### config.mk
export PLATFORM = sky130hd
export DESIGN_NAME = fan_temp_ctrl
export DESIGN_NICKNAME = d
export VERILOG_FILES = /design/src/rtl/fan_ctrl_pkg.sv /design/src/rtl/fan_lvl_fsm.sv /design/src/rtl/fan_pwm_gen.sv /design/src/rtl/fan_temp_ctrl.sv
export SDC_FILE = /design/constraint.sdc
export NUM_CORES = 1
export LEC_CHECK = 0
export BUFFER_PORTS_ARGS = -buffer_cell sky130_fd_sc_hd__buf_4
export CORE_UTILIZATION = 30
export DETAILED_ROUTE_END_ITERATION = 8
export PLACE_DENSITY = 0.54
export SETUP_SLACK_MARGIN = 0.2
export SLEW_MARGIN = 5
export SYNTH_ARGS = -nofsm -noshare
export SYNTH_HDL_FRONTEND = slang
export SYNTH_SLANG_ARGS = --single-unit
### constraint.sdc
create_clock -name clk_i -period 3.85 [get_ports clk_i]
set_clock_uncertainty 0.2 [all_clocks]
set_input_delay 0.77 -clock clk_i [delete_from_list [all_inputs] [get_ports clk_i]]
set_output_delay 0.77 -clock clk_i [all_outputs]
set_load 0.02 [all_outputs]
### src/rtl/fan_ctrl_pkg.sv
package fan_ctrl_pkg;
  localparam int NUM_LVL = 4;
  localparam int LVL_W   = $clog2(NUM_LVL);
  typedef logic [LVL_W-1:0] lvl_t;
endpackage

### src/rtl/fan_lvl_fsm.sv
module fan_lvl_fsm
  import fan_ctrl_pkg::*;
#(
  parameter int TEMP_W = 12,
  parameter logic signed [TEMP_W-1:0] RISE_0_1 = 12'sd544,
  parameter logic signed [TEMP_W-1:0] RISE_1_2 = 12'sd584,
  parameter logic signed [TEMP_W-1:0] RISE_2_3 = 12'sd624,
  parameter logic signed [TEMP_W-1:0] FALL_1_0 = 12'sd520,
  parameter logic signed [TEMP_W-1:0] FALL_2_1 = 12'sd560,
  parameter logic signed [TEMP_W-1:0] FALL_3_2 = 12'sd600
) (
  input  logic                     clk_i,
  input  logic                     rst_ni,
  input  logic                     en_i,
  input  logic signed [TEMP_W-1:0] temp_i,
  input  logic                     temp_vld_i,
  output lvl_t                     lvl_o
);
  localparam logic signed [TEMP_W-1:0] RISE_T [NUM_LVL-1] = '{RISE_0_1, RISE_1_2, RISE_2_3};
  localparam logic signed [TEMP_W-1:0] FALL_T [NUM_LVL-1] = '{FALL_1_0, FALL_2_1, FALL_3_2};

  logic [NUM_LVL-1:0] go_up, go_dn;
  lvl_t lvl_q, lvl_d;

  // go_up[k]: leave level k upward; go_dn[k]: leave level k downward
  assign go_up[NUM_LVL-1] = 1'b0;
  assign go_dn[0]         = 1'b0;
  for (genvar k = 0; k < NUM_LVL - 1; k++) begin : g_cmp
    assign go_up[k]   = temp_i > RISE_T[k];
    assign go_dn[k+1] = temp_i < FALL_T[k];
  end

  always_comb begin
    lvl_d = lvl_q;
    if (temp_vld_i) begin
      if (go_up[lvl_q])      lvl_d = lvl_q + lvl_t'(1);
      else if (go_dn[lvl_q]) lvl_d = lvl_q - lvl_t'(1);
    end
  end

  always_ff @(posedge clk_i or negedge rst_ni) begin
    if (!rst_ni)    lvl_q <= '0;
    else if (!en_i) lvl_q <= '0;
    else            lvl_q <= lvl_d;
  end

  assign lvl_o = lvl_q;


  a_r2_hold_no_strobe: assert property (@(posedge clk_i) disable iff (!rst_ni)
    (en_i && !temp_vld_i) |=> $stable(lvl_q));

  a_r6_one_step: assert property (@(posedge clk_i) disable iff (!rst_ni)
    $past(en_i) |-> (lvl_q == $past(lvl_q)) ||
                    (int'(lvl_q) == int'($past(lvl_q)) + 1) ||
                    (int'(lvl_q) == int'($past(lvl_q)) - 1));

  a_r3_rise_from_idle: assert property (@(posedge clk_i) disable iff (!rst_ni)
    (en_i && temp_vld_i && lvl_q == lvl_t'(0) && temp_i > RISE_0_1) |=> lvl_q == lvl_t'(1));

  a_r4_fall_from_top: assert property (@(posedge clk_i) disable iff (!rst_ni)
    (en_i && temp_vld_i && lvl_q == lvl_t'(NUM_LVL-1) && temp_i < FALL_3_2)
      |=> lvl_q == lvl_t'(NUM_LVL-2));

  a_r7_park_when_off: assert property (@(posedge clk_i) disable iff (!rst_ni)
    !en_i |=> lvl_q == '0);
endmodule

### src/rtl/fan_pwm_gen.sv
module fan_pwm_gen #(
  parameter int PERIOD = 64,
  localparam int CNT_W  = $clog2(PERIOD),
  localparam int DUTY_W = $clog2(PERIOD + 1)
) (
  input  logic              clk_i,
  input  logic              rst_ni,
  input  logic              en_i,
  input  logic [DUTY_W-1:0] duty_i,
  output logic              pwm_o
);
  logic [CNT_W-1:0]  cnt_q;
  logic [DUTY_W-1:0] duty_q;
  logic              pwm_q;
  logic              wrap;

  assign wrap = cnt_q == CNT_W'(PERIOD - 1);

  always_ff @(posedge clk_i or negedge rst_ni) begin
    if (!rst_ni) begin
      cnt_q  <= '0;
      duty_q <= '0;
      pwm_q  <= 1'b0;
    end else if (!en_i) begin
      cnt_q  <= '0;
      duty_q <= duty_i;
      pwm_q  <= 1'b0;
    end else begin
      cnt_q <= wrap ? '0 : cnt_q + CNT_W'(1);
      if (wrap) duty_q <= duty_i;  // duty only changes at period boundary
      pwm_q <= DUTY_W'(cnt_q) < duty_q;
    end
  end

  assign pwm_o = pwm_q;


  a_r7_pwm_off: assert property (@(posedge clk_i) disable iff (!rst_ni)
    !en_i |=> !pwm_q);

  a_r9_zero_duty: assert property (@(posedge clk_i) disable iff (!rst_ni)
    (duty_q == '0) |=> !pwm_q);

  a_r9_full_duty: assert property (@(posedge clk_i) disable iff (!rst_ni)
    (en_i && duty_q >= DUTY_W'(PERIOD)) |=> pwm_q);
endmodule

### src/rtl/fan_temp_ctrl.sv
module fan_temp_ctrl
  import fan_ctrl_pkg::*;
#(
  parameter int TEMP_W = 12,
  parameter int PERIOD = 64,
  parameter logic signed [TEMP_W-1:0] RISE_0_1 = 12'sd544,
  parameter logic signed [TEMP_W-1:0] RISE_1_2 = 12'sd584,
  parameter logic signed [TEMP_W-1:0] RISE_2_3 = 12'sd624,
  parameter logic signed [TEMP_W-1:0] FALL_1_0 = 12'sd520,
  parameter logic signed [TEMP_W-1:0] FALL_2_1 = 12'sd560,
  parameter logic signed [TEMP_W-1:0] FALL_3_2 = 12'sd600,
  localparam int DUTY_W = $clog2(PERIOD + 1)
) (
  input  logic                        clk_i,
  input  logic                        rst_ni,
  input  logic                        en_i,
  input  logic signed [TEMP_W-1:0]    temp_i,
  input  logic                        temp_vld_i,
  input  logic [NUM_LVL*DUTY_W-1:0]   level_duty_i,
  output logic [LVL_W-1:0]            level_o,
  output logic                        fan_pwm_o
);
  lvl_t              lvl;
  logic [DUTY_W-1:0] duty_sel;

  fan_lvl_fsm #(
    .TEMP_W(TEMP_W),
    .RISE_0_1(RISE_0_1), .RISE_1_2(RISE_1_2), .RISE_2_3(RISE_2_3),
    .FALL_1_0(FALL_1_0), .FALL_2_1(FALL_2_1), .FALL_3_2(FALL_3_2)
  ) u_fsm (
    .clk_i      (clk_i),
    .rst_ni     (rst_ni),
    .en_i       (en_i),
    .temp_i     (temp_i),
    .temp_vld_i (temp_vld_i),
    .lvl_o      (lvl)
  );

  assign duty_sel = level_duty_i[lvl*DUTY_W +: DUTY_W];

  fan_pwm_gen #(.PERIOD(PERIOD)) u_pwm (
    .clk_i  (clk_i),
    .rst_ni (rst_ni),
    .en_i   (en_i),
    .duty_i (duty_sel),
    .pwm_o  (fan_pwm_o)
  );

  assign level_o = lvl;
endmodule

# --- After elaboration in Yosys (flattened, before gate mapping) ---
# Index checks and enable logic that the tools add are counted.
# W data, S select, Z words.
classes:
  multipliers: 1
  magnitude_cmp: 8
  shift: 1
  muxes: 13
  n_eq_ne: 4
  reduce_logical: 1
  addsub: 3
ops:
  columns: ["cell", "n"]
  rows:
  - ["$gt A12 B11 Y1 const B", 3]
  - ["$lt A12 B11 Y1 const B", 3]
  - ["$shiftx A28 B6 Y7", 1]
  - ["$mux W7", 2]
  - ["$mux W6", 2]
  - ["$mux W2", 4]
  - ["$lt A6 B7 Y1", 1]
  - ["$add A6 B1 Y6 const B", 1]
  - ["$eq A6 B6 Y1 const B", 1]
  - ["$mul A2 B3 Y5 const B", 1]
  - ["$bmux W1 S2", 2]
  - ["$ne A2 B1 Y1 const B", 2]
  - ["$lt A2 B3 Y1 const B", 1]
  - ["$mux W1", 3]
  - ["$ne A3 B1 Y1 const B", 1]
  - ["$add A2 B1 Y2 const B", 1]
  - ["$reduce_and A2 Y1", 1]
  - ["$sub A2 B1 Y2 const B", 1]
word_totals:
  out_inout_bits: 3
  wordCells: 35
  input_bits: 44
  regBits: 16

# --- Logic depth before layout (Yosys ltp) ---
depth:
  depth_word: 7
  mapped_depth: 8
  ltp_nobuf: 8

# --- By module ---
# A second synthesis with hierarchy kept.
hier_totals:
  cells_unflattened: 109
  area_unflattened_um2: 1168.6
by_module_without_submodules:
  columns: ["mod", "cells_each", "seq_area_each_um2", "area_per_inst_um2", "instances"]
  rows:
  - ["fan_pwm_gen", 57, 350.3, 686.9, 1]
  - ["fan_lvl_fsm", 43, 50.0, 309.0, 1]
  - ["fan_temp_ctrl", 9, 0.0, 172.7, 1]

# --- Least setup slack after synthesis ---
# No wires, ideal clock.
synth_path:
  kind: "input port to flip-flop"
  from: "in temp_i[1]"
  to: "reg u_fsm.lvl_q[0] (netlist: u_fsm.lvl_o[0])"
  cell_stages: 7
  setup_ns: 0.079
  n_path_buf: 0
  path_slack_ns: 1.387
  t_arrival_ns: 2.183
  t_required_ns: 3.571
  path_cell_list: "or3_1 > o31ai_2 > a211oi_1 > o21a_1 > a221o_1 > nand2_1 > mux2i_1"
synth_between:
  elab_chain_len: 6
  elab_cells_between_ends: 15
  cone_classes: "order compare (6); eq/ne (1); mux (7); reduce/logical (1)"
synth_rtl:
  columns: ["item", "line", "rtl"]
  rows:
  - ["from (decl)", "fan_temp_ctrl.sv:17", "input logic signed [TEMP_W-1:0] temp_i,"]
  - ["$gt A12 B11 Y1", "fan_lvl_fsm.sv:29", "assign go_up[k] = temp_i > RISE_T[k];"]
  - ["$bmux W1 S2", "fan_lvl_fsm.sv:36", "if (go_up[lvl_q]) lvl_d = lvl_q + lvl_t'(1);"]
  - ["$mux W1 (not written as such)", "fan_lvl_fsm.sv:36", null]
  - ["$mux W2", "fan_lvl_fsm.sv:36", null]
  - ["$mux W2", "fan_lvl_fsm.sv:35", "if (temp_vld_i) begin"]
  - ["$mux W2", "fan_lvl_fsm.sv:43", "else if (!en_i) lvl_q <= '0;"]
  - ["to (signal assigned)", "fan_lvl_fsm.sv:44", "else lvl_q <= lvl_d;"]
  - ["to (decl)", "fan_lvl_fsm.sv:23", "lvl_t lvl_q, lvl_d;"]
# Parallel ways exist; a longest one is shown, timed or not. The select of a mux whose other input is x is not followed.
# A chain may end at the register's enable or synchronous reset.

# --- Worst setup path after layout ---
layout_path:
  from: "reg u_fsm.lvl_q[0] (netlist: u_fsm.lvl_o[0])"
  to: "reg u_fsm.lvl_q[0] (netlist: u_fsm.lvl_o[0])"
layout_between:
  elab_chain_len: 5
  elab_cells_between_ends: 12
  cone_classes: "add/sub (2); eq/ne (1); mux (8); reduce/logical (1)"
layout_rtl:
  columns: ["item", "line"]
  rows:
  - ["$sub A2 B1 Y2 / $bmux W1 S2 (equally long branches)", "fan_lvl_fsm.sv:37, fan_lvl_fsm.sv:36"]
  - ["$mux W2 / $mux W1 (equally long branches)", "fan_lvl_fsm.sv:37, fan_lvl_fsm.sv:36"]
  - ["$mux W2", "fan_lvl_fsm.sv:36"]
  - ["$mux W2", "fan_lvl_fsm.sv:35"]
  - ["$mux W2", "fan_lvl_fsm.sv:43"]
# Parallel ways exist; a longest one is shown, timed or not. The select of a mux whose other input is x is not followed.

==> metrics <==
Reg clk slew, reported paths 0.06 ns; Sw Share 0.2699; I/O pin count 47; flop-to-flop setup slack 1.38 ns; max-slew violations 0; CP endpoint kind register; startpoint types register; DRC viols 0; slowest stage delay, CP 0.65 ns; Vias 1084; Setup Buffers After CTS 0; sequential element share of the synthesized area 0.3337; final WL 2.767 mm; share of layout cells above drive strength 1 0.3550; drt first-iter violations 28; vias per inst 4.995; reg2reg path depth 7; P&R area growth vs syn 36.18%; Die H 65.24 um; Largest delay share family, worst path compound AO/OA/AOI/OAI gates; Pwr Density 302.9 mW/mm^2; Clk network pwr share 0.299; DIE AREA 0.004256 mm^2; post-synthesis register bit count 16; number of max-cap violations 0; largest net degree at the start of global routing 19; dpl cell area 0.001579 mm^2; gr ovfl total 0; Mapped Cells 122; Chip Width 65.24 um; Core Box Area 0.003744 mm^2; vias in the first global route 1128; synthesized area 0.001200 mm^2; RSZ-0062 raised after global routing false; fin crit period 2.474 ns; Crit Reg-Reg Endpoint u_fsm.lvl_o[0]$_DFFE_PN0P_; # nets final 220; Gate power share 0.285; post-synth net total 172; GRT Total Usage 0.1409; CP max stage cell dfrtp_1; htree depth 1; filler instances 403; multi-input logic area 735.7 um^2; Placer Congestion 0.8331; area occupied by registers 400.4 um^2; remaining antenna violation count 0; ANT cells 0; worst hold path class input port to async pin; status finished clean; Post-CTS Hold Buffers 0; reg-to-reg startpoint u_fsm.lvl_o[0]$_DFFE_PN0P_; crit path kind register to register; worst path bufs/invs 0; DR WL/cell 12.75 um; Psw 133.6 uW; Worst VDD drop 149.8 uV; Skew-Pair Late Insertion Delay 0.25 ns; Avg Cell Area, Syn 9.835 um^2; # setup viols final 0; cell area after layout 0.001634 mm^2; Starting Density 0.3205; wire length of the first global-routing pass 4.650 mm; CTS tree done; Reg power frac 0.415; leakage power 0.0007748 uW; initial antenna violation count 0; Final Hold Viols 0; CP cell instances or2_0, o32a_1, o21ai_1, o21ai_1, a221o_1, nand2_1, mux2i_1; CTS buffer count 3; Setup WS pre-CTS 1.146 ns; Initial DRT Pass Iterations 4; # port buffers 46; Setup TNS 0 ns; Synth warnings 0; post-synthesis cell type count 41; Fmax achieved 404.2 MHz; Max Root-Sink Buffers 2; Rows 22; fin worst setup slack 1.376 ns; Final period util 0.6425; CP arrival 2.45 ns; clk sink count 16; Slew @ Worst Pin 0.7356 ns; dpl hpwl 2.213 mm; Slew headroom 0.5096; most frequent CP cell o21ai_1; CTS resizes 0; largest fanout on the critical path 18; Critical Path RT 3.83 ns; Internal 361.3 uW; CTS Root Cell clkbuf_8
power groups by stage:
stage	registers [uW]	logic (uW)	clock network, uW
6_report	206	141	148
5_1_grt	209	157	161
4_1_cts	207	143	155
3_5_place_dp	210	142	0
3_3_place_gp	208	140	0
2_1_floorplan	199	93.5	0
area by class of cell:
| cell class | count | area share |
|---|---|---|
| inverters | 8 | 0.01838 |
| repair buffers | 47 | 0.2159 |
| clock buffers | 4 | 0.03369 |
| flip-flops and latches | 16 | 0.2450 |
| multi-input cells | 94 | 0.4502 |
| well taps | 48 | 0.03675 |
metal layers:
metal | vias to the layer above | wire, um | GRT usage
met5 | - | 0 | 0
met4 | 0 | 88 | 0.07065
met3 | 12 | 142 | 0.03819
met2 | 32 | 1325 | 0.2384
met1 | 491 | 1210 | 0.1620
li1 | 549 | - | -
Yosys cell counts (all sizes together):
cell,number,share of area
dfrtp,16,0.33
a21oi,7,0.029
nand2,10,0.031
buf,2,0.014
nand2b,2,0.010
mux4,7,0.14
mux2,2,0.019
nor2,6,0.019
or4,1,0.0063
o21ai,13,0.054
nand3,3,0.013
or2b,1,0.0063
nor3,2,0.0083
o31ai,2,0.017
mux2i,1,0.0083
nand4,1,0.0052
o311ai,1,0.0073
inv,8,0.025
a211oi,2,0.013
clkbuf,2,0.015
o21ba,1,0.0083
a221o,1,0.0083
o41ai,1,0.0073
xnor2,1,0.0073
xor2,2,0.015
o21a,2,0.013
a21o,4,0.025
or3,3,0.016
and2,4,0.021
o32a,1,0.0083
a31oi,2,0.010
ha,6,0.063
and3,1,0.0052
or2,3,0.016
a211o,1,0.0073
worst max-delay path by stage:
stage,cells past startpoint,slack (ns),startpoint,end
CTS,7,1.33,u_fsm.lvl_o[0]$_DFFE_PN0P_,u_fsm.lvl_o[0]$_DFFE_PN0P_
floorplan,7,1.39,temp_i[1],u_fsm.lvl_o[0]$_DFFE_PN0P_
global route,7,1.21,u_fsm.lvl_o[0]$_DFFE_PN0P_,u_fsm.lvl_o[0]$_DFFE_PN0P_
detailed placement,8,1.15,temp_i[1],u_fsm.lvl_o[0]$_DFFE_PN0P_
global placement,8,1.20,temp_i[1],u_fsm.lvl_o[0]$_DFFE_PN0P_
finish,7,1.38,u_fsm.lvl_o[0]$_DFFE_PN0P_,u_fsm.lvl_o[0]$_DFFE_PN0P_
cell usage in the layout (no fill, tap or decap), types with 5 or more instances in the layout:
| master | count |
|---|---|
| o21ai_0 | 9 |
| dfrtp_1 | 16 |
| a21oi_1 | 7 |
| buf_4 | 47 |
| mux4_2 | 5 |
| ha_1 | 6 |
| inv_1 | 8 |
| nor2_1 | 6 |
| nand2_1 | 10 |
sequential cells by signal, summed over array words and instances (netlist names):
register,cells
u_fsm.lvl_o,2
u_pwm.pwm_o,1
u_pwm.duty_q,7
u_pwm.cnt_q,6
through the flow:
step | instances | utilization | hold slack [ns] | total power (uW)
final | 217 | 0.4365 | 0.1686 | 494.9
after global routing | 217 | 0.4365 | 0.1767 | 527.2
after CTS | 217 | 0.4365 | 0.1676 | 504.1
after detailed placement | 213 | 0.4218 | 0.2751 | 352.2
after global placement | 213 | 0.4218 | 0.2687 | 348.9
after floorplan | 122 | - | 0.2463 | 293.0
kinds of logic (layout without fill, tap and decap cells):
family	count (synthesis)	count (layout)	share of synthesized area
and+or+nand+nor	37	37	0.1564
DFF	16	16	0.3337
adders and majority gates	6	6	0.06256
AOI/OAI and AO/OA	38	38	0.2075
xor gates and xnor gates	3	3	0.02190
muxes	10	10	0.1648
buffers and inverters	12	59	0.05317
Power figures use the tool's default switching activity.
